### config.mk
export PLATFORM = sky130hd
export DESIGN_NAME = periodic_tick_gen
export DESIGN_NICKNAME = d
export VERILOG_FILES = /design/src/rtl/periodic_tick_pkg.sv /design/src/rtl/strobe_counter.sv /design/src/rtl/rate_decode.sv /design/src/rtl/periodic_tick_gen.sv
export SDC_FILE = /design/constraint.sdc
export NUM_CORES = 1
export LEC_CHECK = 0
export ABC_AREA = 1
export BUFFER_PORTS_ARGS = -buffer_cell sky130_fd_sc_hd__buf_2
export CORE_ASPECT_RATIO = 1.25
export CORE_UTILIZATION = 46
export CTS_CLUSTER_DIAMETER = 100
export DETAILED_ROUTE_END_ITERATION = 7
export GPL_TIMING_DRIVEN = 1
export MAX_ROUTING_LAYER = met4
export PLACE_DENSITY = 0.76
export SYNTH_ARGS = -nofsm -noshare
export SYNTH_HDL_FRONTEND = slang
export SYNTH_SLANG_ARGS = --single-unit
### constraint.sdc
create_clock -name clk -period 2.6 [get_ports clk]
set_input_delay 0.39 -clock clk [delete_from_list [all_inputs] [get_ports clk]]
set_output_delay 0.39 -clock clk [all_outputs]
set_load 0.01 [all_outputs]
### src/rtl/periodic_tick_pkg.sv
package periodic_tick_pkg;
   // Map a raw rate code to the effective exponent code n (period = 2^(n-1)).
   function automatic int eff_code(input int code, input bit alias_slow);
      int n;
      n = code;
      if (alias_slow && code == 1) n = 8;
      if (alias_slow && code == 2) n = 9;
      return n;
   endfunction
endpackage

### src/rtl/strobe_counter.sv
module strobe_counter #(
   parameter int CNT_W = 16
) (
   input  logic             clk,
   input  logic             rst,
   input  logic             step,
   output logic [CNT_W-1:0] cnt_next
);
   logic [CNT_W-1:0] cnt_q;

   assign cnt_next = cnt_q + CNT_W'(1);

   always_ff @(posedge clk) begin
      if (rst)       cnt_q <= '0;
      else if (step) cnt_q <= cnt_next;
   end
endmodule

### src/rtl/rate_decode.sv
module rate_decode
   import periodic_tick_pkg::*;
#(
   parameter int CODE_W     = 4,
   parameter int CNT_W      = 16,
   parameter bit ALIAS_SLOW = 1'b1
) (
   input  logic [CODE_W-1:0] code,
   output logic              active,
   output logic [CNT_W-1:0]  mask
);
   localparam int MAX_CODE = (1 << CODE_W) - 1;

   int n;

   generate
      if (ALIAS_SLOW) begin : g_alias
         always_comb n = eff_code(int'(code), 1'b1);
      end else begin : g_linear
         always_comb n = eff_code(int'(code), 1'b0);
      end
   endgenerate

   always_comb begin
      active = (code != '0);
      mask   = '0;
      if (active && n > 1 && n <= MAX_CODE)
         mask = (CNT_W'(1) << (n - 1)) - CNT_W'(1);
   end
endmodule

### src/rtl/periodic_tick_gen.sv
module periodic_tick_gen #(
   parameter int CODE_W     = 4,
   parameter int CNT_W      = 16,
   parameter bit ALIAS_SLOW = 1'b1
) (
   input  logic              clk,
   input  logic              rst,
   input  logic              base_stb,
   input  logic [CODE_W-1:0] rate_code,
   input  logic              tick_en,
   output logic              flag_set,
   output logic              irq_req
);
   localparam int NEED_W = (1 << CODE_W) - 2;

   generate
      if (CNT_W < NEED_W) begin : g_bad_width
         $error("periodic_tick_gen: CNT_W too narrow for longest period");
      end
      if (CODE_W < 2) begin : g_bad_code
         $error("periodic_tick_gen: CODE_W must be at least 2");
      end
   endgenerate

   logic [CNT_W-1:0] cnt_next;
   logic [CNT_W-1:0] mask;
   logic             active;
   logic             tick_q;

   strobe_counter #(.CNT_W(CNT_W)) u_cnt (
      .clk      (clk),
      .rst      (rst),
      .step     (base_stb),
      .cnt_next (cnt_next)
   );

   rate_decode #(
      .CODE_W     (CODE_W),
      .CNT_W      (CNT_W),
      .ALIAS_SLOW (ALIAS_SLOW)
   ) u_dec (
      .code   (rate_code),
      .active (active),
      .mask   (mask)
   );

   always_ff @(posedge clk) begin
      if (rst) tick_q <= 1'b0;
      else     tick_q <= base_stb && tick_en && active && ((cnt_next & mask) == '0);
   end

   assign flag_set = tick_q;
   assign irq_req  = tick_q;
endmodule

==> impl_metrics.env, run 1 <==
export IMPL_fin_worst_skew_ns=0.00706
export IMPL_critPathSlowestCell="o31ai_4"
export IMPL_antenna_found_initial=0
export IMPL_netlist_instances=270
export IMPL_ir_drop_uv=433
export IMPL_start_util_pct=49.6
export IMPL_drive_above_1_share_pct=27.1
export IMPL_slew_headroom_pct=60.9
export IMPL_avgSynthCellArea_um2=6.08
export IMPL_dr_wl_met3_um=107
export IMPL_diodes=0
export IMPL_worstPathMaxFanout=4
export IMPL_min_period_ns=2.47
export IMPL_die_y_um=68.8
export IMPL_globalRouteOverflowTotal=0
export IMPL_worstRegToRegCells=13
export IMPL_p_per_area_nw_per_um2=396
export IMPL_ys_types=29
export IMPL_setup_ws_ns=0.126
export IMPL_cts_sinks=17
export IMPL_final_setup_tns_ns=0
export IMPL_wl_met1_um=1940
export IMPL_h_tree_depth=1
export IMPL_path_cells="buf_2 -> o31ai_4 -> nand2_1 -> nor2_2 -> ha_4 -> buf_4 -> nand4_4 -> ha_4 -> inv_4 -> buf_12 -> nor2_4 -> nand3_1 -> nor2_2 -> nand2_1 -> nand3_1 -> nand3_1 -> nor2_1 -> nand2_1 -> nand2_1"
export IMPL_max_freq_mhz=404
export IMPL_area_growth_pct=30.8
export IMPL_ys_seq_area_share_pct=20.7
export IMPL_drc=0
export IMPL_root_buffer="clkbuf_8"
export IMPL_drv_cap=0
export IMPL_setup_violations=0
export IMPL_synth_area_um2=1640
export IMPL_max_stage_delay_ns=0.27
export IMPL_leakagePower_nw=1.15
export IMPL_clk_insertion_delay_late_ns=0.26
export IMPL_ys_seq_elements=17
export IMPL_syn_nets=284
export IMPL_reg2reg_setup_slack_ns=0.50
export IMPL_crit_start="rate_code[0]"
export IMPL_ant_nets=0
export IMPL_grt_usage_pct=23.4
export IMPL_finalWeightedCongestion=0.871
export IMPL_drt_pass1_iter_count=4
export IMPL_cp_common_cell="nand2_1"
export IMPL_grt_max_degree=24
export IMPL_io_pins=10
export IMPL_post_dp_hpwl_um=3110
export IMPL_critPathKind="in2reg"
export IMPL_rsz0062_at_grt="true"
export IMPL_final_max_slew_viol_count=0
export IMPL_setup_worst_path_end="flag_set"
export IMPL_critPathArrivalTime_ns=2.68
export IMPL_die_x_um=55.4
export IMPL_rows=23
export IMPL_start_kind="input port"
export IMPL_dieArea_um2=3810
export IMPL_port_buffers=9
export IMPL_status="finished clean"
export IMPL_grt_pass1_wl_um=6900
export IMPL_vias=1852
export IMPL_r2r_start="u_cnt.cnt_q[0]"
export IMPL_dr_max_layer_used="met4"
export IMPL_drt_iter0_drc=81
export IMPL_clk_pin_slew_ns=0.07
export IMPL_nNetsFinal=325
export IMPL_utilization_pct=64.8
export IMPL_clk_path_buf_depth=2
export IMPL_r2r_end="flag_set"
export IMPL_coreArea_um2=3310
export IMPL_finalCritPeriodShare_pct=95.1
export IMPL_tightest_slew_ns=0.586
export IMPL_vias_per_cell=5.34
export IMPL_worstPathRequired_ns=2.81
export IMPL_endpoint_kind="flop"
export IMPL_cts_tree="built"
export IMPL_holdCritPathClass="in2reg"
export IMPL_place_ws_ns=-0.251
export IMPL_cts_buffers=3
export IMPL_fillers=304
export IMPL_ys_warn_count=0
export IMPL_wl_per_cell_um=12.7
export IMPL_met2_length_um=2250
export IMPL_wl_um=4420
export IMPL_final_hold_viol_count=0
export IMPL_first_global_vias=1687
[state kept, by name, summed over array words and instances (netlist names)]
| signal | cells |
|---|---|
| flag_set | 1 |
| u_cnt.cnt_q | 16 |
[metal layers]
layer	vias up	GRT usage, %
li1	962	-
met1	834	24.5
met2	42	44.7
met3	14	2.43
met4	0	10.9
met5	-	-
[worst min-delay path by stage]
stage                     slack, ns               to             from  cells after the start
after floorplan                0.47  u_cnt.cnt_q[15]  u_cnt.cnt_q[15]                      2
after global placement         0.49  u_cnt.cnt_q[15]  u_cnt.cnt_q[15]                      2
after detailed placement       0.49  u_cnt.cnt_q[15]  u_cnt.cnt_q[15]                      2
after CTS                      0.50  u_cnt.cnt_q[10]              rst                      2
after global routing           0.51  u_cnt.cnt_q[10]              rst                      2
final                          0.50  u_cnt.cnt_q[10]              rst                      2
[per-stage QoR]
| step | power [W] | cells | area, µm² | hold WS (ns) |
|---|---|---|---|---|
| 6_report | 0.000851 | 347 | 2150 | 0.496 |
| 5_1_grt | 0.000910 | 347 | 2150 | 0.506 |
| 4_1_cts | 0.000802 | 339 | 1940 | 0.502 |
| 3_5_place_dp | 0.000599 | 335 | 1890 | 0.495 |
| 3_3_place_gp | 0.000593 | 335 | 1890 | 0.486 |
| 2_1_floorplan | 0.000506 | 270 | 1640 | 0.465 |
[cells in the mapped netlist]
cell | n | share of area, %
nand2_4 | 1 | 0.69
nand3_1 | 20 | 6.1
nand4_1 | 18 | 6.9
nor3_1 | 3 | 0.92
nand3_2 | 1 | 0.61
nor4_1 | 1 | 0.38
nor3_2 | 1 | 0.61
nor2_2 | 2 | 0.76
inv_2 | 3 | 0.69
o31ai_1 | 1 | 0.46
nor2_4 | 4 | 2.7
nand2_2 | 4 | 1.5
nor2_1 | 32 | 7.3
o21bai_1 | 1 | 0.46
inv_1 | 49 | 11
nand4_2 | 1 | 0.76
ha_1 | 6 | 4.6
dfxtp_1 | 17 | 21
nand3b_1 | 3 | 1.4
nand2_1 | 54 | 12
o21ai_0 | 15 | 4.6
buf_4 | 1 | 0.46
xor2_1 | 11 | 5.9
o211ai_1 | 3 | 1.4
a211oi_1 | 1 | 0.46
a31o_2 | 1 | 0.53
a21oi_1 | 11 | 3.4
nand4_4 | 1 | 1.3
clkbuf_1 | 4 | 0.92
[cells in the final DEF, fill, tap and decap left out, types with 3 or more instances in the layout]
cell type,n
dfxtp_1,17
nand4_1,18
nor2_4,5
clkbuf_8,3
o211ai_1,3
buf_2,7
nor2_1,30
nor2_2,3
nand3b_1,3
nand2_2,6
ha_4,4
inv_1,43
a21oi_1,11
xor2_1,11
nor3_1,3
nand2_1,51
nand3_1,18
buf_4,31
inv_2,7
o21ai_0,13
[report_power, final]
group          total, W  internal, W  switching, W
clock          0.000201     0.000107     0.0000946
combinational  0.000359     0.000153      0.000206
sequential     0.000291     0.000278     0.0000132
total          0.000851     0.000537      0.000314
[kinds of logic (layout without fill, tap and decap cells)]
logic type | Yosys count | count (layout) | share of synthesized area, %
AND/OR/NAND/NOR | 146 | 146 | 44.3
flip-flops | 17 | 17 | 20.7
buffers and inverters | 57 | 97 | 13.3
adder cells (fa/ha/maj) | 6 | 6 | 4.58
XOR/XNOR | 11 | 11 | 5.87
AO/OA/AOI/OAI | 33 | 33 | 11.2
[area by class of cell]
cell class,instances,area (µm²),share of cell area (%)
clock buffer,3,41.3,1.92
clock inverter,1,5.00,0.233
inverter,52,200,9.33
multi-input combinational,196,1190,55.6
sequential,17,340,15.9
tap,37,46.3,2.16
timing repair buffer,41,319,14.9
[critical path: cells and delay by family]
kind	cells	cell delay, ns
fa+ha+maj	2	0.39
simple gates	12	1.18
buf+inv	4	0.43
compound gates	1	0.27
[what timing repair did]
action                     CTS  global route
buffers inserted             0             8
setup endpoints to repair    0             1
resized for setup            0            39
hold buffers                 0             0
(Power assumes the default switching activity.)
==> inputs of run 2 (changes only) <==
Settings changed: ABC_AREA 1 to unset, PLACE_DENSITY 0.76 to 0.75.
==> impl_metrics.env, run 2 <==
export IMPL_ys_seq_area_share_pct=19.8
export IMPL_synth_adder_area_share_pct=4.36
export IMPL_fin_area_um2=2290
export IMPL_regArea_um2=340
export IMPL_grt_max_degree=18
export IMPL_diodes=0
export IMPL_rows=24
export IMPL_crit_family="compound AO/OA/AOI/OAI gates"
export IMPL_crit_start="rate_code[1]"
export IMPL_leakagePower_nw=0.900
export IMPL_place_area_um2=2170
export IMPL_p_per_area_nw_per_um2=359
export IMPL_max_freq_mhz=355
export IMPL_clk_path_buf_depth=2
export IMPL_yosysMostFrequentCell="nor2_1"
export IMPL_grt_pass1_wl_um=8110
export IMPL_wl_um=4900
export IMPL_fin_total_pwr_w=0.000820
export IMPL_yosys_top_cells_area="dfxtp_1 20%, xor2_1 10%, nor2_1 8.9%"
export IMPL_ys_warn_count=0
export IMPL_ys_types=52
export IMPL_clk_pin_slew_ns=0.06
export IMPL_nNetsFinal=304
export IMPL_path_cells="buf_2 -> xor2_1 -> a21oi_2 -> ha_2 -> and3b_2 -> o21ai_4 -> buf_6 -> nor2_2 -> inv_1 -> ha_4 -> o221ai_2 -> buf_4 -> nor3_1 -> xnor2_1 -> o31ai_1 -> a21oi_1"
export IMPL_critPathSlowestCell="ha_2"
export IMPL_ant_nets=0
export IMPL_start_kind="input port"
export IMPL_synth_compound_area_share_pct=23.2
export IMPL_finalWeightedCongestion=1.01
export IMPL_place_ws_ns=-0.608
export IMPL_critPathArrivalTime_ns=2.95
export IMPL_critPathKind="in2reg"
export IMPL_rsz0062_at_grt="true"
export IMPL_violations="negative setup slack"
export IMPL_final_common_cell="buf_4"
export IMPL_vias=1903
export IMPL_synth_edf_count=0
export IMPL_setup_ws_ns=-0.217
export IMPL_grt_usage_pct=26.0
export IMPL_syn_nets=258
export IMPL_async_flop_share_pct=0
export IMPL_multi_input_area_um2=1370
export IMPL_die_x_um=56.7
export IMPL_coreArea_um2=3540
export IMPL_fillers=301
export IMPL_ys_seq_elements=17
export IMPL_largest_reg_flops=16
export IMPL_final_cell_mix="48 x buf_4, 38 x nor2_1, 20 x xor2_1, 17 x nand2_1, 17 x dfxtp_1"
export IMPL_drive_above_1_share_pct=28.4
export IMPL_synth_xor_area_share_pct=15.8
export IMPL_tightest_slew_ns=0.684
export IMPL_cts_sinks=17
export IMPL_synth_flop_cell="dfxtp_1"
export IMPL_netlist_instances=244
export IMPL_setup_violations=1
export IMPL_h_tree_depth=1
export IMPL_yosys_area_top_type="dfxtp_1"
export IMPL_die_y_um=70.4
export IMPL_worstPathMaxFanout=6
export IMPL_drt_pass1_iter_count=4
export IMPL_finalCritPeriodShare_pct=108
export IMPL_start_util_pct=48.6
export IMPL_final_max_slew_viol_count=0
export IMPL_drc=0
export IMPL_min_period_ns=2.82
export IMPL_drt_iter0_drc=80
export IMPL_post_dp_hpwl_um=3830
export IMPL_status="finished, violations left"
export IMPL_utilization_pct=64.5
export IMPL_synth_area_mux_share_pct=0.581
export IMPL_synth_area_um2=1720
export IMPL_hold_buffers=0
export IMPL_hold_start="rst"
export IMPL_yosys_area_share_simple_pct=29.7
export IMPL_ir_drop_uv=348
export IMPL_port_buffers=9
export IMPL_globalRouteOverflowTotal=0
export IMPL_wl_per_cell_um=14.9
export IMPL_endpoint_kind="flop"
export IMPL_drv_cap=0
export IMPL_holdCritPathClass="in2reg"
export IMPL_vias_per_cell=5.80
export IMPL_r2r_start="u_cnt.cnt_q[0]"
export IMPL_synthTopCellsByCount="41 x nor2_1, 20 x xor2_1, 17 x dfxtp_1, 17 x nand2_1, 13 x a21oi_1"
export IMPL_critical_path_buf_inv_count=4
export IMPL_max_stage_delay_ns=0.25
export IMPL_area_growth_pct=32.8
export IMPL_final_hold_viol_count=0
export IMPL_root_buffer="clkbuf_8"
export IMPL_antenna_found_initial=0
export IMPL_fin_worst_skew_ns=0.00210
export IMPL_avgSynthCellArea_um2=7.06
export IMPL_cts_buffers=3
export IMPL_clk_insertion_delay_late_ns=0.25
export IMPL_slew_headroom_pct=53.9
export IMPL_first_global_vias=1805
export IMPL_dieArea_um2=3990
export IMPL_cts_tree="built"
export IMPL_largest_register="u_cnt.cnt_q"
export IMPL_synth_top_area_share_pct=19.8
export IMPL_synth_top_family_by_area="simple AND/OR/NAND/NOR gates"
export IMPL_worstPathRequired_ns=2.74
export IMPL_io_pins=10
[run 2: logic make-up (layout without fill, tap and decap cells)]
family,count (synthesis),count (layout)
fa+ha+maj,6,6
compound gates,59,59
buf+inv,25,70
flops,17,17
simple gates,105,105
mux,1,1
xor+xnor,31,31
[run 2: what timing repair did]
action / in CTS / in global routing
resized for setup: 9 / 3
buffers inserted: 0 / 2
pin swaps: 1 / 3
endpoints found under the setup margin: 1 / 1
[run 2: final timing paths]
path                     endpoint  slack [ns]  depth (start not counted)
setup / recovery         flag_set       -0.22                         16
hold / removal    u_cnt.cnt_q[10]        0.50                          2
setup reg to reg         flag_set        0.34                          9
hold reg to reg   u_cnt.cnt_q[14]        0.52                          2
[run 2: layout make-up]
type                       count  share of cell area (%)
clock buffer                   4                    1.97
inverter                       7                    1.15
multi-input combinational    202                    60.0
sequential                    17                    14.9
tap                           39                    2.13
timing repair buffer          59                    19.8
[run 2: routing by layer]
metal | share of wire [%] | GRT usage, % | vias up
met5 | 0 | - | -
li1 | - | - | 960
met1 | 42 | 30.0 | 877
met4 | 3.8 | 12.5 | 0
met2 | 51 | 45.0 | 48
met3 | 3.4 | 2.04 | 18
[run 2: where the power goes]
part           internal (W)  switching, W  total [W]
logic              0.000178      0.000177   0.000355
registers          0.000264    0.00000510   0.000269
clock network      0.000109     0.0000874   0.000196
[run 2: through the flow]
step           setup TNS (ns)  hold WS, ns  instances
2_1_floorplan          -0.319        0.483        244
3_3_place_gp           -0.520        0.509        322
3_5_place_dp           -0.608        0.514        322
4_1_cts                -0.226        0.509        326
5_1_grt                -0.412        0.512        328
6_report               -0.217        0.503        328
